$ cat src/rtl/scl_sync_pkg.sv
package scl_sync_pkg;

    localparam int unsigned MIN_PERIOD = 2;
    localparam int unsigned SYNC_DEPTH = 2;
    localparam int unsigned N_TIMERS   = 2;
    localparam int unsigned IDX_LOW    = 0;
    localparam int unsigned IDX_HIGH   = 1;

    typedef enum logic [1:0] {
        PH_OFF     = 2'd0,
        PH_LOW     = 2'd1,
        PH_RELEASE = 2'd2,
        PH_HIGH    = 2'd3
    } phase_t;

    typedef struct packed {
        logic drive_low;
        logic low_start;
        logic high_start;
    } line_out_t;

    typedef struct packed {
        phase_t nxt;
        logic   load_low;
        logic   load_high;
    } phase_step_t;

    function automatic logic [31:0] clamp_period(input logic [31:0] raw);
        return (raw < MIN_PERIOD) ? 32'(MIN_PERIOD) : raw;
    endfunction

endpackage

$ cat src/rtl/scl_line_sync.sv
module scl_line_sync #(
    parameter int unsigned STAGES = scl_sync_pkg::SYNC_DEPTH
) (
    input  logic clk,
    input  logic rst,
    input  logic line_raw,
    output logic line_hi
);
    logic [STAGES-1:0] shreg;

    generate
        if (STAGES == 1) begin : g_single
            always_ff @(posedge clk) begin
                if (rst) shreg <= '1;
                else     shreg <= line_raw;
            end
        end else begin : g_chain
            always_ff @(posedge clk) begin
                if (rst) shreg <= '1;
                else     shreg <= {shreg[STAGES-2:0], line_raw};
            end
        end
    endgenerate

    assign line_hi = shreg[STAGES-1];
endmodule

$ cat src/rtl/scl_period_counter.sv
module scl_period_counter
    import scl_sync_pkg::*;
#(
    parameter int unsigned W = 16
) (
    input  logic         clk,
    input  logic         rst,
    input  logic         clear,
    input  logic         load,
    input  logic         run,
    input  logic [W-1:0] limit,
    output logic         done
);
    localparam logic [W-1:0] ONE = W'(1);

    logic [W-1:0] remain;
    logic [W-1:0] limit_eff;

    assign limit_eff = W'(clamp_period(32'(limit)));

    always_ff @(posedge clk) begin
        if (rst || clear) begin
            remain <= '0;
        end else if (load) begin
            remain <= limit_eff;
        end else if (run && remain != '0) begin
            remain <= remain - ONE;
        end
    end

    assign done = run && (remain == ONE);
endmodule

$ cat src/rtl/scl_phase_ctrl.sv
module scl_phase_ctrl
    import scl_sync_pkg::*;
(
    input  logic      clk,
    input  logic      rst,
    input  logic      en,
    input  logic      line_hi,
    input  logic      low_done,
    input  logic      high_done,
    output logic      load_low,
    output logic      load_high,
    output logic      run_low,
    output logic      run_high,
    output phase_t    phase,
    output line_out_t line_out
);
    phase_step_t step;

    always_comb begin
        step.nxt       = phase;
        step.load_low  = 1'b0;
        step.load_high = 1'b0;
        if (!en) begin
            step.nxt = PH_OFF;
        end else begin
            unique case (phase)
                PH_OFF: begin
                    if (line_hi) begin
                        step.nxt       = PH_HIGH;
                        step.load_high = 1'b1;
                    end else begin
                        step.nxt      = PH_LOW;
                        step.load_low = 1'b1;
                    end
                end
                PH_LOW: begin
                    if (low_done) step.nxt = PH_RELEASE;
                end
                PH_RELEASE: begin
                    if (line_hi) begin
                        step.nxt       = PH_HIGH;
                        step.load_high = 1'b1;
                    end
                end
                PH_HIGH: begin
                    // observed low and own expiry both lead to one low entry
                    if (!line_hi || high_done) begin
                        step.nxt      = PH_LOW;
                        step.load_low = 1'b1;
                    end
                end
                default: step.nxt = PH_OFF;
            endcase
        end
    end

    always_ff @(posedge clk) begin
        if (rst) begin
            phase    <= PH_OFF;
            line_out <= '0;
        end else begin
            phase               <= step.nxt;
            line_out.drive_low  <= (step.nxt == PH_LOW);
            line_out.low_start  <= (step.nxt == PH_LOW)  && (phase != PH_LOW);
            line_out.high_start <= (step.nxt == PH_HIGH) && (phase != PH_HIGH);
        end
    end

    assign load_low  = step.load_low;
    assign load_high = step.load_high;
    assign run_low   = (phase == PH_LOW);
    assign run_high  = (phase == PH_HIGH);
endmodule

$ cat src/rtl/scl_sync_top.sv
module scl_sync_top
    import scl_sync_pkg::*;
#(
    parameter int unsigned W = 16
) (
    input  logic         clk,
    input  logic         rst,
    input  logic         en,
    input  logic         scl_in,
    input  logic [W-1:0] low_period,
    input  logic [W-1:0] high_period,
    output logic         scl_drive_low,
    output logic         low_start,
    output logic         high_start
);
    logic                line_hi;
    logic [N_TIMERS-1:0] load_v;
    logic [N_TIMERS-1:0] run_v;
    logic [N_TIMERS-1:0] done_v;
    logic [W-1:0]        limit_v [N_TIMERS];
    phase_t              phase;
    line_out_t           line_out;

    scl_line_sync #(.STAGES(SYNC_DEPTH)) u_sync (
        .clk      (clk),
        .rst      (rst),
        .line_raw (scl_in),
        .line_hi  (line_hi)
    );

    assign limit_v[IDX_LOW]  = low_period;
    assign limit_v[IDX_HIGH] = high_period;

    generate
        for (genvar i = 0; i < N_TIMERS; i++) begin : g_timer
            scl_period_counter #(.W(W)) u_cnt (
                .clk   (clk),
                .rst   (rst),
                .clear (!en),
                .load  (load_v[i]),
                .run   (run_v[i]),
                .limit (limit_v[i]),
                .done  (done_v[i])
            );
        end
    endgenerate

    scl_phase_ctrl u_ctrl (
        .clk       (clk),
        .rst       (rst),
        .en        (en),
        .line_hi   (line_hi),
        .low_done  (done_v[IDX_LOW]),
        .high_done (done_v[IDX_HIGH]),
        .load_low  (load_v[IDX_LOW]),
        .load_high (load_v[IDX_HIGH]),
        .run_low   (run_v[IDX_LOW]),
        .run_high  (run_v[IDX_HIGH]),
        .phase     (phase),
        .line_out  (line_out)
    );

    assign scl_drive_low = line_out.drive_low;
    assign low_start     = line_out.low_start;
    assign high_start    = line_out.high_start;
endmodule

$ cat config.mk
export PLATFORM = sky130hd
export DESIGN_NAME = scl_sync_top
export DESIGN_NICKNAME = d
export VERILOG_FILES = /design/src/rtl/scl_sync_pkg.sv /design/src/rtl/scl_line_sync.sv /design/src/rtl/scl_period_counter.sv /design/src/rtl/scl_phase_ctrl.sv /design/src/rtl/scl_sync_top.sv
export SDC_FILE = /design/constraint.sdc
export NUM_CORES = 1
export LEC_CHECK = 0
export BUFFER_PORTS_ARGS = -buffer_cell sky130_fd_sc_hd__clkbuf_2
export CAP_MARGIN = 15
export CORE_MARGIN = 4
export CORE_UTILIZATION = 59
export CTS_BUF_LIST = sky130_fd_sc_hd__clkbuf_8
export CTS_CLUSTER_DIAMETER = 30
export CTS_CLUSTER_SIZE = 8
export DETAILED_ROUTE_END_ITERATION = 6
export PLACE_DENSITY = 0.84
export SLEW_MARGIN = 10
export SYNTH_ARGS = -nofsm -noshare
export SYNTH_HDL_FRONTEND = slang
export SYNTH_HIERARCHICAL = 1
export SYNTH_SLANG_ARGS = --single-unit
$ cat constraint.sdc
create_clock -name clk -period 4.27 [get_ports clk]
set_clock_uncertainty 0.2 [all_clocks]
set_input_delay 0.2135 -clock clk [delete_from_list [all_inputs] [get_ports clk]]
set_output_delay 0.2135 -clock clk [all_outputs]
set_load 0.03 [all_outputs]
==> results.cfg, run 1 <==
[global_route]
globalRoute.totalOverflow = 0
via_count_of_the_first_global_routing_pass = 2127
grt_max_degree = 25
globalRouteTotalUtil_pct = 23.2
global_route_wire_length_before_repair_um = 9770
antenna_found_initial = 0

[yosys]
synth-seq-area-share_pct = 31.6
postSynth.topFlopCell = sky130_fd_sc_hd__dfxtp_1
synthesis.instances = 284
synth.net_count = 330
synth_cell_type_count = 52
ys.warnings.count = 6
syn-mean-instance-area_um2 = 8.71
synth-edff-count = 0
fraction_of_synthesis_flops_using_an_asynchronous_set_or_reset_pin_pct = 0
ys_ff_latch = 39
syn_area_um2 = 2470

[worst_setup_path]
timing.critical_path.buf_inv = 2
reg2regPathDepth = 10
timing.critical_path.to_type = register
worst_path_max_delay_cell = sky130_fd_sc_hd__or4b_1
worstPathRequired_ns = 4.23
slowest_delay_ns = 0.52
cp_top_family = simple AND/OR/NAND/NOR gates
worst-endpoint-arrival_ns = 3.17
r2r_setup_slack_ns = 1.05
r2r_end = g_timer[0].u_cnt/remain[10]
path_cells = ha_1, or4b_1, nor2_1, and4_1, a2bb2oi_1, nor3b_1, buf_4, inv_1, o21ai_0, a21oi_1
r2r-start = u_ctrl/phase[0]
worst_setup_path_start_kind = register
cp_max_fo = 24
worstSetupPathType = register to register

[floorplanning]
fp.coreArea_um2 = 4030
dieHeight_um = 72.7
top_level_ports = 39
rows = 23
fp.dieArea_um2 = 5290
floorplan.initialDensity_pct = 61.4
chipWidth_um = 72.7

[routing]
antenna_left = 0
wl_um = 5900
drt-pass1-iter-count = 4
vias = 2302
first_iteration_detailed_routing_drc_count = 201
route.detailed.drc = 0
post_drt_via_cell_ratio = 6.19
post_drt_wl_per_cell_um = 15.9

[hold_path]
hold_path.class = primary input to register
min_delay_path_depth = 3
hold_path_end = g_timer[0].u_cnt/remain[14]
hold_start = low_period[14]

[clock_network]
cts-buffers-inserted = 5
htreeDepth = 2
cts.path.max_buffers = 2
clock_transition_at_the_registers_of_the_reported_paths_ns = 0.07
cts-root-buf = sky130_fd_sc_hd__clkbuf_8
cts-resized-gates = 0
clock_insertion_delay_worst_skew_ns = 0.29
clkSinkCount = 39
tritoncts = built

[power_and_ir_drop]
static-leakage-power_nw = 1.03
p_per_area_nw_per_um2 = 301
vdd_drop_max_v = 0.000155

[finish]
number_of_nets_in_the_final_layout = 368
drive_above_1_share_pct = 22.7
post-route-util_pct = 69.4
antenna_cells_inserted = 0
layout.cells.most_common_list = sky130_fd_sc_hd__dfxtp_1 (39), sky130_fd_sc_hd__clkbuf_2 (38), sky130_fd_sc_hd__o21ai_0 (27)
fillCellCount = 338
layout_commonest_cell = sky130_fd_sc_hd__dfxtp_1
flow.area_growth_from_synthesis_pct = 13.2

[job]
max_cap_violations = 0

[timing]
post-route-min-period_ns = 3.22
measured_slew_at_the_worst_slew_check_pin_ns = 0.723
max_freq_mhz = 311
report.final.setup_viol = 0
final_hold_violating_endpoints = 0
whs_ns = 0.00950
rsz0062_at_grt = no
final_min_period_over_clock_period_pct = 75.3
drv_slew = 0
worst_slew_margin_rel_pct = 51.3
setup-tns-final_ns = 0

[place]
detailed_place_hpwl_um = 4420
port_buffers = 38
routabilityCongestion = 0.902

[status]
status = finished clean
==> layer usage <==
metal | vias to the layer above | wire (um) | track usage [%] | part of all wire [%]
met5 | - | 0 | 0 | 0
met4 | 0 | 95 | 7.38 | 1.6
met3 | 10 | 335 | 4.82 | 5.7
met2 | 58 | 2820 | 37.2 | 48
met1 | 1094 | 2650 | 31.2 | 45
li1 | 1140 | - | - | -
==> power breakdown <==
part,total (mW),leakage (nW),switching [mW],internal (mW)
Sequential,0.395,0.317,0.0159,0.379
Clock,0.251,0.0470,0.124,0.127
Combinational,0.195,0.663,0.118,0.0777
==> synth_stat cells (5+ instances only) <==
cell	number	area [um^2]
sky130_fd_sc_hd__nor4_1	14	87.6
sky130_fd_sc_hd__nor2_1	24	90.1
sky130_fd_sc_hd__nor3_1	12	60.1
sky130_fd_sc_hd__a21oi_1	26	130
sky130_fd_sc_hd__o21ai_0	27	135
sky130_fd_sc_hd__nand2_1	6	22.5
sky130_fd_sc_hd__nand3b_1	5	37.5
sky130_fd_sc_hd__xnor2_1	20	175
sky130_fd_sc_hd__inv_1	10	37.5
sky130_fd_sc_hd__clkbuf_1	8	30.0
sky130_fd_sc_hd__dfxtp_1	39	781
sky130_fd_sc_hd__ha_1	10	125
==> flip-flops by register name (all words and copies together) (netlist names) <==
name	count
g_timer.u_cnt/remain	32
u_sync/shreg	2
u_ctrl/line_out	3
u_ctrl/phase	2
==> timing repair <==
item                      4_1_cts  5_1_grt
buffers inserted                0        0
hold endpoints to repair        4        0
hold buffers                    4        0
==> metrics by stage <==
step	setup slack [ns]	cell area [um^2]	cells	power [mW]
3_3_place_gp	1.27	2670	361	0.587
3_5_place_dp	1.13	2670	361	0.591
4_1_cts	1.08	2800	372	0.843
6_report	1.05	2800	372	0.841
5_1_grt	0.782	2800	372	0.878
2_1_floorplan	1.31	2470	284	0.543
==> worst reg2reg max path, cell delays in order, from the launching register on <==
cell and delay, ns:
sky130_fd_sc_hd__dfxtp_1 0.43, sky130_fd_sc_hd__ha_1 0.42, sky130_fd_sc_hd__or4b_1 0.52, sky130_fd_sc_hd__nor2_1 0.15, sky130_fd_sc_hd__and4_1 0.23, sky130_fd_sc_hd__a2bb2oi_1 0.07
sky130_fd_sc_hd__nor3b_1 0.20, sky130_fd_sc_hd__buf_4 0.22, sky130_fd_sc_hd__inv_1 0.29, sky130_fd_sc_hd__o21ai_0 0.30, sky130_fd_sc_hd__a21oi_1 0.06
==> cell type report <==
| class | count | area (um^2) | share of cell area (%) |
|---|---|---|---|
| multi-input combinational | 223 | 1590 | 56.9 |
| sequential | 39 | 781 | 27.9 |
| timing repair buffer | 43 | 238 | 8.50 |
| clock buffer | 6 | 82.6 | 2.95 |
| tap | 50 | 62.6 | 2.24 |
| inverter | 10 | 37.5 | 1.34 |
| clock inverter | 1 | 5.00 | 0.179 |
==> worst max-delay path by stage <==
stage / from / to / slack (ns) / depth (start not counted)
after floorplan: u_ctrl/phase[0] / g_timer[0].u_cnt/remain[15] / 1.31 / 11
after global placement: u_ctrl/phase[0] / g_timer[0].u_cnt/remain[1] / 1.27 / 10
after detailed placement: u_ctrl/phase[0] / g_timer[0].u_cnt/remain[10] / 1.13 / 10
after CTS: u_ctrl/phase[0] / g_timer[0].u_cnt/remain[10] / 1.08 / 10
after global routing: u_ctrl/phase[1] / g_timer[0].u_cnt/remain[11] / 0.78 / 10
final: u_ctrl/phase[0] / g_timer[0].u_cnt/remain[10] / 1.05 / 10
==> logic make-up after synthesis <==
group / share of synthesized area (%)
fa+ha+maj: 5.06
compound gates: 21.6
xor+xnor: 7.09
buf+inv: 4.05
simple gates: 28.9
flops: 31.6
mux: 1.72
No activity file was read; power rests on OpenSTA's default activity.
==> run 2: changes to the inputs <==
Settings changed: CORE_UTILIZATION 59 to 53, PLACE_DENSITY 0.84 to 0.79.
Clock period 4.27 ns to 2.9 ns, I/O delays scaled along.
==> results.cfg, run 2 (synthesis gave the netlist of run 1 again) <==
[finish]
number_of_nets_in_the_final_layout = 405
antenna_cells_inserted = 0
drive_above_1_share_pct = 23.6
layout_top_registers = g_timer.u_cnt/remain: 32 flops, u_ctrl/line_out: 3 flops
layout.cells.most_common_list = sky130_fd_sc_hd__dfxtp_1 (39), sky130_fd_sc_hd__clkbuf_2 (38), sky130_fd_sc_hd__dlygate4sd3_1 (31)
number_of_flip_flops_in_the_largest_register = 32
flow.area_growth_from_synthesis_pct = 28.0
fillCellCount = 335
regMostFlops = g_timer.u_cnt/remain
register_area_um2 = 781
multi_input_area_um2 = 1600
fin_cells = 412
finalInstanceArea_um2 = 3170
layout_commonest_cell = sky130_fd_sc_hd__dfxtp_1

[worst_setup_path]
worstSetupPathType = register to register
timing.critical_path.to_type = register
slowest_delay_ns = 0.48
reg2regPathDepth = 9
worst-endpoint-arrival_ns = 2.70
number_of_stages_on_the_worst_setup_path = 9
timing.critical_path.buf_inv = 2
cp_max_fo = 13
path_cells = ha_1, or4b_4, nor2_1, and4_1, a2bb2oi_1, nor3b_1, buf_4, clkinvlp_4, a211oi_1
worst_path_max_delay_cell = sky130_fd_sc_hd__or4b_4
worstPathRequired_ns = 2.90
cp_top_family = simple AND/OR/NAND/NOR gates
worst_setup_path_start_kind = register

[clock_network]
tritoncts = built
clock_insertion_delay_worst_skew_ns = 0.29
htreeDepth = 2
cts-buffers-inserted = 5
clkSinkCount = 39
cts-root-buf = sky130_fd_sc_hd__clkbuf_8
cts.path.max_buffers = 2
clock_transition_at_the_registers_of_the_reported_paths_ns = 0.07

[floorplanning]
dieHeight_um = 76.3
floorplan.initialDensity_pct = 55.6
top_level_ports = 39
fp.coreArea_um2 = 4440
rows = 24
fp.dieArea_um2 = 5820
chipWidth_um = 76.3

[power_and_ir_drop]
fin_total_pwr_mw = 1.32
share_clk_of_total_power_pct = 30.5
vdd_drop_max_v = 0.000314
p_per_area_nw_per_um2 = 417
static-leakage-power_nw = 1.19
p_sw_mw = 0.399
comb_power_share_pct = 25.6
power.sequential.fraction_pct = 43.9
intPower_mw = 0.920
swShare_pct = 30.2

[timing]
post-route-min-period_ns = 2.70
drv_slew = 0
measured_slew_at_the_worst_slew_check_pin_ns = 0.678
worst_slew_margin_rel_pct = 54.4
final_hold_violating_endpoints = 0
postLayoutSetupSlackWorst_ns = 0.202
final_min_period_over_clock_period_pct = 93.0
report.final.setup_viol = 0
max_freq_mhz = 371

[global_route]
globalRoute.totalOverflow = 0
global_route_wire_length_before_repair_um = 10700
grt_max_degree = 25
globalRouteTotalUtil_pct = 22.4
via_count_of_the_first_global_routing_pass = 2326
antenna_found_initial = 0

[hold_path]
min_delay_path_depth = 3
hold_path.class = primary input to register

[place]
preCtsSetupSlack_ns = 0.147
placed_cells = 369
port_buffers = 38
post_dp_cell_area_um2 = 2720
routabilityCongestion = 0.972
detailed_place_hpwl_um = 4540

[routing]
route.detailed.drc = 0
post_drt_wl_per_cell_um = 16.5
post_drt_via_cell_ratio = 6.07
first_iteration_detailed_routing_drc_count = 156
vias = 2500
drt-pass1-iter-count = 6
antenna_left = 0
wl_um = 6790

[job]
max_cap_violations = 0

[status]
status = finished clean
==> run 2: cell types whose count changed in the layout (fill, tap and decap cells not counted) <==
cell                            change
sky130_fd_sc_hd__clkbuf_8           +1
sky130_fd_sc_hd__or4b_4             +1
sky130_fd_sc_hd__clkinv_2           -1
sky130_fd_sc_hd__buf_4              +8
sky130_fd_sc_hd__or4b_1             -1
sky130_fd_sc_hd__dlygate4sd3_1     +27
sky130_fd_sc_hd__clkinvlp_4         +3
==> run 2: what timing repair did <==
item	CTS	global route
hold buffers	31	0
hold endpoints to repair	30	0
gates resized for setup	0	4
endpoints found under the setup margin	0	13
setup buffers	0	2
==> run 2: power by group through the flow <==
stage | Combinational, mW | Sequential (mW) | Clock [mW]
3_3_place_gp | 0.288 | 0.589 | 0
4_1_cts | 0.326 | 0.578 | 0.412
6_report | 0.338 | 0.579 | 0.402
2_1_floorplan | 0.207 | 0.592 | 0
5_1_grt | 0.364 | 0.582 | 0.437
3_5_place_dp | 0.292 | 0.590 | 0
==> run 2: layer usage <==
metal | routed length (um) | GRT usage, %
met5 | 0 | 0
met4 | 196 | 10.3
met3 | 518 | 6.15
met2 | 3130 | 34.8
met1 | 2940 | 28.9
==> run 2: layout make-up <==
class,count,share of cell area [%]
tap,52,2.06
multi-input combinational,223,50.4
clock inverter,1,0.119
sequential,39,24.7
timing repair buffer,78,17.9
clock buffer,7,3.04
timing repair inverter,2,0.474
inverter,10,1.30
==> run 2: path summary, 6_finish.rpt <==
check | start | end | slack (ns)
max reg2reg | u_ctrl/phase[0] | g_timer[0].u_cnt/remain[14] | 0.20
max | u_ctrl/phase[0] | g_timer[0].u_cnt/remain[14] | 0.20
min | high_period[10] | g_timer[1].u_cnt/remain[10] | 0.02
min reg2reg | u_sync/shreg[0] | u_sync/shreg[1] | 0.22
==> run 2: stage by stage <==
stage | TNS (ns) | util (%) | hold slack, ns
after global placement | 0 | 61.1 | 0.130
after floorplan | 0 | - | 0.0421
final | 0 | 71.2 | 0.0244
after global routing | -0.0179 | 71.2 | 0.0597
after detailed placement | 0 | 61.1 | 0.133
after CTS | 0 | 70.4 | 0.0254
==> run 2: tightest hold or removal path: cells and delay by family <==
kind | cells | cell delay (ns)
AO/OA/AOI/OAI | 2 | 0.23
buffers and inverters | 1 | 0.10
